### config.mk
export PLATFORM = sky130hd
export DESIGN_NAME = blit_addr_walker
export DESIGN_NICKNAME = d
export VERILOG_FILES = /design/src/rtl/blit_walk_pkg.sv /design/src/rtl/blit_axis_walk.sv /design/src/rtl/blit_addr_map.sv /design/src/rtl/blit_addr_walker.sv
export SDC_FILE = /design/constraint.sdc
export NUM_CORES = 2
export LEC_CHECK = 0
export ABC_CLOCK_PERIOD_IN_PS = 6860
export BUFFER_PORTS_ARGS = -buffer_cell sky130_fd_sc_hd__buf_2
export CAP_MARGIN = 20
export CORE_MARGIN = 4
export CORE_UTILIZATION = 50
export CTS_BUF_LIST = sky130_fd_sc_hd__clkbuf_2
export CTS_CLUSTER_SIZE = 10
export DETAILED_ROUTE_END_ITERATION = 10
export GPL_ROUTABILITY_DRIVEN = 0
export GPL_TIMING_DRIVEN = 0
export PLACE_DENSITY = 0.71
export SETUP_SLACK_MARGIN = 0.2
export SLEW_MARGIN = 40
export SYNTH_ARGS = -nofsm -noshare
export SYNTH_HDL_FRONTEND = slang
export SYNTH_SLANG_ARGS = --single-unit
### constraint.sdc
create_clock -name clk -period 6.86 [get_ports clk]
set_input_delay 0.686 -clock clk [delete_from_list [all_inputs] [get_ports clk]]
set_output_delay 0.686 -clock clk [all_outputs]
set_load 0.1 [all_outputs]
### src/rtl/blit_walk_pkg.sv
package blit_walk_pkg;

    // Field positions inside the packed configuration words
    localparam int CMD_XREV_BIT    = 15;
    localparam int CMD_YREV_BIT    = 14;
    localparam int CMD_DSTONLY_BIT = 13;
    localparam int DEPTH_LSB       = 8;
    localparam int HI_FIELD_LSB    = 16;

    typedef enum logic [1:0] {
        DEPTH_8   = 2'b00,
        DEPTH_16  = 2'b01,
        DEPTH_RSV = 2'b10,
        DEPTH_32  = 2'b11
    } depth_code_e;

    typedef enum logic {
        ST_IDLE = 1'b0,
        ST_RUN  = 1'b1
    } walk_state_e;

    typedef struct packed {
        logic x_rev;
        logic y_rev;
        logic dst_only;
    } walk_flags_t;

    function automatic logic depth_ok(input depth_code_e code);
        return code != DEPTH_RSV;
    endfunction

    // log2 of bytes per pixel
    function automatic logic [1:0] depth_shift(input depth_code_e code);
        case (code)
            DEPTH_16: return 2'd1;
            DEPTH_32: return 2'd2;
            default:  return 2'd0;
        endcase
    endfunction

    function automatic walk_flags_t decode_flags(input logic [31:0] cmd);
        walk_flags_t f;
        f.x_rev    = cmd[CMD_XREV_BIT];
        f.y_rev    = cmd[CMD_YREV_BIT];
        f.dst_only = cmd[CMD_DSTONLY_BIT];
        return f;
    endfunction

endpackage

### src/rtl/blit_axis_walk.sv
module blit_axis_walk #(
    parameter int CW = 12
) (
    input  logic          clk,
    input  logic          rst,
    input  logic          load,
    input  logic          step,
    input  logic          rev,
    input  logic [CW-1:0] origin,
    input  logic [CW-1:0] span_m1,
    output logic [CW:0]   coord,
    output logic          at_end
);

    logic [CW:0]   coord_q;
    logic [CW:0]   first_q;
    logic [CW-1:0] rem_q;
    logic [CW-1:0] span_q;
    logic          rev_q;
    logic [CW:0]   first_d;

    // Backwards walks begin on the far edge of the span
    always_comb begin
        if (rev)
            first_d = {1'b0, origin} + {1'b0, span_m1};
        else
            first_d = {1'b0, origin};
    end

    always_ff @(posedge clk) begin
        if (rst) begin
            coord_q <= '0;
            first_q <= '0;
            rem_q   <= '0;
            span_q  <= '0;
            rev_q   <= 1'b0;
        end else if (load) begin
            coord_q <= first_d;
            first_q <= first_d;
            rem_q   <= span_m1;
            span_q  <= span_m1;
            rev_q   <= rev;
        end else if (step) begin
            if (rem_q == '0) begin
                coord_q <= first_q;
                rem_q   <= span_q;
            end else begin
                coord_q <= rev_q ? coord_q - (CW+1)'(1) : coord_q + (CW+1)'(1);
                rem_q   <= rem_q - CW'(1);
            end
        end
    end

    assign coord  = coord_q;
    assign at_end = (rem_q == '0);

    // R3 on the X instances, R4 on the Y instances
    assert_step_fwd_R3: assert property (@(posedge clk) disable iff (rst)
        (step && !load && !at_end && !rev_q) |=> (coord == $past(coord) + (CW+1)'(1)));

    assert_step_rev_R4: assert property (@(posedge clk) disable iff (rst)
        (step && !load && !at_end && rev_q) |=> (coord == $past(coord) - (CW+1)'(1)));

    assert_wrap_reload_R2: assert property (@(posedge clk) disable iff (rst)
        (step && !load && at_end) |=> (rem_q == $past(span_q)));

    always_comb begin
        if (!rst) assert_rem_bound_R2: assert (rem_q <= span_q);
    end

endmodule

### src/rtl/blit_addr_map.sv
module blit_addr_map #(
    parameter int CW = 12,
    parameter int PW = 11,
    parameter int BW = 29,
    parameter int AW = 32
) (
    input  logic [BW-1:0] base,
    input  logic [PW-1:0] pitch,
    input  logic [CW:0]   x,
    input  logic [CW:0]   y,
    input  logic [1:0]    shift,
    output logic [AW-1:0] addr
);

    localparam int UNIT_LOG2 = 3;

    logic [AW-1:0] base_bytes;
    logic [AW-1:0] row_bytes;
    logic [AW-1:0] col_bytes;

    always_comb begin
        base_bytes = AW'(base) << UNIT_LOG2;
        row_bytes  = AW'(y) * (AW'(pitch) << UNIT_LOG2);
        col_bytes  = AW'(x) << shift;
        addr       = base_bytes + row_bytes + col_bytes;
    end

endmodule

### src/rtl/blit_addr_walker.sv
module blit_addr_walker
    import blit_walk_pkg::*;
#(
    parameter int COORD_W = 12,
    parameter int PITCH_W = 11,
    parameter int BASE_W  = 29,
    parameter int ADDR_W  = 32
) (
    input  logic              clk,
    input  logic              rst,
    input  logic              start,
    input  logic [31:0]       cmd_word,
    input  logic [31:0]       mode_word,
    input  logic [31:0]       dims_word,
    input  logic [31:0]       src_pos_word,
    input  logic [31:0]       dst_pos_word,
    input  logic [31:0]       pitch_word,
    input  logic [BASE_W-1:0] src_base,
    input  logic [BASE_W-1:0] dst_base,
    output logic              busy,
    output logic              addr_valid,
    input  logic              addr_ready,
    output logic              src_active,
    output logic [ADDR_W-1:0] src_addr,
    output logic [ADDR_W-1:0] dst_addr
);

    localparam int NSURF = 2;   // index 0 source, 1 destination
    localparam int SRC   = 0;
    localparam int DST   = 1;

    walk_state_e   state_q;
    walk_flags_t   flags_q;
    walk_flags_t   flags_in;
    depth_code_e   code_in;
    logic [1:0]    shift_q;
    logic          launch;
    logic          accept;
    logic          last_beat;

    logic [COORD_W-1:0] width_m1;
    logic [COORD_W-1:0] height_m1;
    logic [COORD_W-1:0] org_x   [NSURF];
    logic [COORD_W-1:0] org_y   [NSURF];
    logic [BASE_W-1:0]  base_in [NSURF];
    logic [PITCH_W-1:0] pitch_in[NSURF];
    logic [BASE_W-1:0]  base_q  [NSURF];
    logic [PITCH_W-1:0] pitch_q [NSURF];
    logic [COORD_W:0]   x_c     [NSURF];
    logic [COORD_W:0]   y_c     [NSURF];
    logic               x_end   [NSURF];
    logic               y_end   [NSURF];
    logic [ADDR_W-1:0]  addr_raw[NSURF];

    logic unused_cfg;
    assign unused_cfg = ^{cmd_word, mode_word, dims_word, src_pos_word,
                          dst_pos_word, pitch_word};

    // Field decode
    assign flags_in   = decode_flags(cmd_word);
    assign code_in    = depth_code_e'(mode_word[DEPTH_LSB +: 2]);
    assign width_m1   = dims_word[COORD_W-1:0];
    assign height_m1  = dims_word[HI_FIELD_LSB +: COORD_W];
    assign org_x[SRC] = src_pos_word[COORD_W-1:0];
    assign org_y[SRC] = src_pos_word[HI_FIELD_LSB +: COORD_W];
    assign org_x[DST] = dst_pos_word[COORD_W-1:0];
    assign org_y[DST] = dst_pos_word[HI_FIELD_LSB +: COORD_W];
    assign base_in[SRC]  = src_base;
    assign base_in[DST]  = dst_base;
    assign pitch_in[SRC] = pitch_word[PITCH_W-1:0];
    assign pitch_in[DST] = pitch_word[HI_FIELD_LSB +: PITCH_W];

    assign launch    = (state_q == ST_IDLE) && start && depth_ok(code_in);
    assign accept    = (state_q == ST_RUN) && addr_ready;
    assign last_beat = x_end[DST] && y_end[DST];

    always_ff @(posedge clk) begin
        if (rst) begin
            state_q <= ST_IDLE;
            flags_q <= '0;
            shift_q <= '0;
        end else begin
            case (state_q)
                ST_IDLE: if (launch) begin
                    state_q <= ST_RUN;
                    flags_q <= flags_in;
                    shift_q <= depth_shift(code_in);
                end
                ST_RUN: if (accept && last_beat) state_q <= ST_IDLE;
                default: state_q <= ST_IDLE;
            endcase
        end
    end

    // One pair of axis walkers and one address map per surface
    for (genvar s = 0; s < NSURF; s++) begin : g_surf
        always_ff @(posedge clk) begin
            if (rst) begin
                base_q[s]  <= '0;
                pitch_q[s] <= '0;
            end else if (launch) begin
                base_q[s]  <= base_in[s];
                pitch_q[s] <= pitch_in[s];
            end
        end

        blit_axis_walk #(.CW(COORD_W)) u_x (
            .clk    (clk),
            .rst    (rst),
            .load   (launch),
            .step   (accept),
            .rev    (flags_in.x_rev),
            .origin (org_x[s]),
            .span_m1(width_m1),
            .coord  (x_c[s]),
            .at_end (x_end[s])
        );

        blit_axis_walk #(.CW(COORD_W)) u_y (
            .clk    (clk),
            .rst    (rst),
            .load   (launch),
            .step   (accept && x_end[s]),
            .rev    (flags_in.y_rev),
            .origin (org_y[s]),
            .span_m1(height_m1),
            .coord  (y_c[s]),
            .at_end (y_end[s])
        );

        blit_addr_map #(
            .CW(COORD_W), .PW(PITCH_W), .BW(BASE_W), .AW(ADDR_W)
        ) u_map (
            .base (base_q[s]),
            .pitch(pitch_q[s]),
            .x    (x_c[s]),
            .y    (y_c[s]),
            .shift(shift_q),
            .addr (addr_raw[s])
        );
    end

    assign busy       = (state_q == ST_RUN);
    assign addr_valid = busy;
    assign src_active = busy && !flags_q.dst_only;
    assign src_addr   = src_active ? addr_raw[SRC] : '0;
    assign dst_addr   = busy ? addr_raw[DST] : '0;

    assert_hold_R8: assert property (@(posedge clk) disable iff (rst)
        (addr_valid && !addr_ready) |=>
            (addr_valid && $stable(dst_addr) && $stable(src_addr)));

    assert_reject_rsv_R7: assert property (@(posedge clk) disable iff (rst)
        (!busy && start && (mode_word[DEPTH_LSB +: 2] == 2'b10)) |=> !busy);

    assert_busy_fall_R9: assert property (@(posedge clk) disable iff (rst)
        $fell(busy) |-> $past(addr_valid && addr_ready));

    assert_row_first_R2: assert property (@(posedge clk) disable iff (rst)
        (addr_valid && addr_ready && !x_end[DST]) |=> $stable(y_c[DST]));

    assert_lockstep_R2: assert property (@(posedge clk) disable iff (rst)
        busy |-> (x_end[SRC] == x_end[DST]) && (y_end[SRC] == y_end[DST]));

endmodule

==> flow_summary.ini <==
[sta]
report.final.slew_viol_count = 0
unrepaired_setup_endpoints_after_global_routing = yes
min_period_over_period = 1.31
relSlewSlack = 0.325
timing.final.setup_violations = 47
final_hold_vio_count = 0
max_slew.worst_pin.slew_ns = 1.00
finalClockSkew_ns = 0.0765
postLayoutSetupSlackWorst_ns = -2.14
post-route-min-period_ns = 9.00
timing.fmax_ghz = 0.111

[cts]
clock-sinks = 262
ctsLongestPathBuffers = 3
clock_tree.root_cell = sky130_fd_sc_hd__clkbuf_2
tritoncts = done
ctsHtreeMaxLevel = 3
cts_buffers = 76
clk-insertion-delay-late_ns = 1.12
clk_transition_reported_paths_ns = 0.10

[critical_path]
cpPeakStageDelay_ns = 0.52
worst_ep_arrival_time_ns = 8.32
max_fo_critical_path = 5
critPathLaunchType = flop
cp_data_required_time_ns = 6.17
cell_repeated_most_along_the_worst_path = sky130_fd_sc_hd__fa_1
end_kind = primary output
cp_num_buf_inv = 7
worst-setup-path-type = reg2out
cp_top_family = adder cells
timing.critical_path.slowest_stage_cell = sky130_fd_sc_hd__edfxtp_1

[placement]
dp_hpwl_mm = 80.6
dpl.cell_count = 4614
io_buffers = 226

[outcome]
outcome = finished with violations
failed_checks = setup timing

[layout]
layout-drive-gt1-share = 0.214
filler_cell_count = 4878
area_delta_synth_final_pct = 28.4
fin_nets = 4927
final_cell_count_no_fill = 4978
seqCellArea_um2 = 6100
multiInputGateArea_um2 = 23800

[yosys]
ys_seq_elements = 262
synth_flop_cell = sky130_fd_sc_hd__dfxtp_1
syn-num-nets = 4394
synth_warnings = 0
synth_area_per_cell_um2 = 8.25
post_synth_instance_area_um2 = 29800
syn_inst = 3614
synth_edf_count = 80
fraction_of_synthesis_flops_using_an_asynchronous_set_or_reset_pin = 0
synth_top_area_cell = sky130_fd_sc_hd__fa_1
synth_top_cell_area_share = 0.156
synthTopCellsByArea = sky130_fd_sc_hd__fa_1 (16%), sky130_fd_sc_hd__ha_1 (12%), sky130_fd_sc_hd__dfxtp_1 (12%), sky130_fd_sc_hd__edfxtp_1 (8.1%), sky130_fd_sc_hd__inv_1 (5.2%)
synth_sequential_area_ratio = 0.203
ys_types = 83

[power]
combinationalPowerShare = 0.606
total_power_mw = 8.08
clock_power_share = 0.159
power.net_switching_mw = 3.87
pwr_density_cell_nw_per_um2 = 211
seq_power_share = 0.234
cellLeakagePower_nw = 17.7
power.ir.vdd_worst_v = 0.000273
p_int_mw = 4.21
swShare = 0.478

[floorplanning]
effective_utilization_at_floorplan = 0.505
die_w_um = 252
design.die.area_um2 = 63600
floorplan.rows = 89
core_region_area_um2 = 59000
fp.dieH_um = 252
num_io_pins = 321

[route]
via_per_instance_ratio = 5.99
maxUsedRoutingLayer = met5
num_vias = 29800
met3WireLength_mm = 10.8
detailedRoute.firstPassIterationCount = 6
post-route-drc-count = 0
routed_length_on_met1_mm = 43.4
detail-route-antenna-nets = 0
met2WireLength_mm = 49.6
wire_per_inst_um = 22.2
finalWirelength_mm = 111
detail_route.iter0.violations = 2753

[global_routing]
grt_antenna_before_repair = 4
grt_pass1_wl_mm = 165
grt_pass1_vias = 29400
groute.usage.overall = 0.331
grt_start_max_net_pins = 49
globalRouteOverflowTotal = 0

[flow_run]
max_cap_violations = 0

[worst_hold_path]
worst_hold_path_type = in2reg
-- sequential cells by signal, summed over array words and instances (netlist names), 12 cells and up --
| name | flops |
|---|---|
| g_surf.u_x.span_q | 12 |
| base_q | 58 |
| g_surf.u_x.first_q | 26 |
| g_surf.u_y.coord | 26 |
| pitch_q | 22 |
| g_surf.u_x.rem_q | 24 |
| g_surf.u_y.first_q | 26 |
| g_surf.u_y.span_q | 12 |
| g_surf.u_y.rem_q | 24 |
| g_surf.u_x.coord | 26 |
-- synthesized netlist by cell type (31+ instances only) --
cell type,count
sky130_fd_sc_hd__fa_1,232
sky130_fd_sc_hd__nor2b_1,36
sky130_fd_sc_hd__nor2_1,246
sky130_fd_sc_hd__and3_1,100
sky130_fd_sc_hd__o211ai_1,37
sky130_fd_sc_hd__a211oi_1,58
sky130_fd_sc_hd__nand3_1,55
sky130_fd_sc_hd__xor2_1,44
sky130_fd_sc_hd__nor3_1,72
sky130_fd_sc_hd__o21ai_0,169
sky130_fd_sc_hd__and2_1,179
sky130_fd_sc_hd__a31oi_1,31
sky130_fd_sc_hd__mux2i_1,46
sky130_fd_sc_hd__edfxtp_1,80
sky130_fd_sc_hd__inv_1,410
sky130_fd_sc_hd__a21o_1,71
sky130_fd_sc_hd__ha_1,294
sky130_fd_sc_hd__xnor2_1,90
sky130_fd_sc_hd__nand2_1,368
sky130_fd_sc_hd__clkbuf_1,156
sky130_fd_sc_hd__dfxtp_1,182
sky130_fd_sc_hd__a21oi_1,273
-- power by group through the flow --
stage / clock network [mW] / registers (mW) / logic (mW)
after detailed placement: 0 / 1.92 / 3.72
final: 1.29 / 1.89 / 4.90
after global placement: 0 / 1.92 / 3.67
after floorplan: 0 / 1.86 / 2.87
after CTS: 1.29 / 1.88 / 4.39
after global routing: 1.38 / 1.90 / 5.23
-- cell type report --
class,count,share of cell area
Buffer,183,0.0297
Antenna cell,5,0.000327
Tap cell,773,0.0253
Clock buffer,113,0.0148
Multi-Input combinational cell,2757,0.622
Clock inverter,18,0.00311
Inverter,412,0.0407
Timing Repair Buffer,455,0.105
Sequential cell,262,0.159
-- final timing paths --
path	startpoint	endpoint	slack, ns	cells after the start
max	pitch_q[1][3]$_SDFFCE_PN0P_	dst_addr[30]	-2.14	28
min	src_pos_word[7]	g_surf[0].u_x.coord[7]$_SDFFE_PP0P_	0.06	4
max reg2reg	addr_valid$_SDFF_PP0_	g_surf[1].u_x.coord[1]$_SDFFE_PP0P_	2.97	6
min reg2reg	g_surf[0].u_x.first_q[11]$_SDFFE_PP0P_	g_surf[0].u_x.first_q[11]$_SDFFE_PP0P_	0.46	2
-- per-layer routing --
layer,vias up,track usage
met5,-,0
met4,2,0.173
met3,457,0.0749
met2,1665,0.522
met1,14200,0.426
li1,13500,-
-- tightest hold or removal path: cells and delay by family --
| family | cells | cell delay (ns) |
|---|---|---|
| muxes | 1 | 0.17 |
| AOI/OAI and AO/OA | 1 | 0.12 |
| buffers and inverters | 1 | 0.10 |
| and+or+nand+nor | 1 | 0.08 |
-- cell families (layout without fill, tap and decap cells) --
logic type,after synthesis,in the layout,share of synthesized area
AND/OR/NAND/NOR,1188,1188,0.196
AO/OA/AOI/OAI,845,845,0.180
buffers and inverters,595,1181,0.0758
adder cells (fa/ha/maj),526,526,0.279
flip-flops,262,262,0.203
XOR/XNOR,134,134,0.0394
multiplexers,64,64,0.0268
other,0,5,0
-- metrics by stage --
step           hold slack, ns  setup slack (ns)  TNS, ns  instance area, µm²  utilization
2_1_floorplan           0.423            -0.734   -10.12               31000            -
3_3_place_gp            0.434             -1.59   -34.17               33100        0.561
3_5_place_dp            0.443             -1.61   -35.80               33100        0.562
4_1_cts              0.000674             -2.11   -68.40               37300        0.632
5_1_grt                0.0224             -2.44   -81.20               38300        0.648
6_report               0.0625             -2.14   -69.42               38300        0.648
-- repair_timing --
item,4_1_cts,5_1_grt
setup buffers,62,28
pin swaps,110,105
endpoints found under the hold margin,173,0
endpoints found under the setup margin,50,50
cloned,2,0
gates resized for setup,403,167
hold buffers,135,0
-- layout by cell type (no fill, tap or decap), drive strengths merged, types with 73 or more instances in the layout --
master       instances
dlygate4sd3        135
and3               100
dfxtp              182
a21oi              273
inv                411
fa                 232
ha                 294
and2               179
clkbuf             262
nor2               249
buf                354
nor3                73
edfxtp              80
nand2              371
xnor2               90
o21ai              169
No activity file was read; power rests on OpenSTA's default activity.
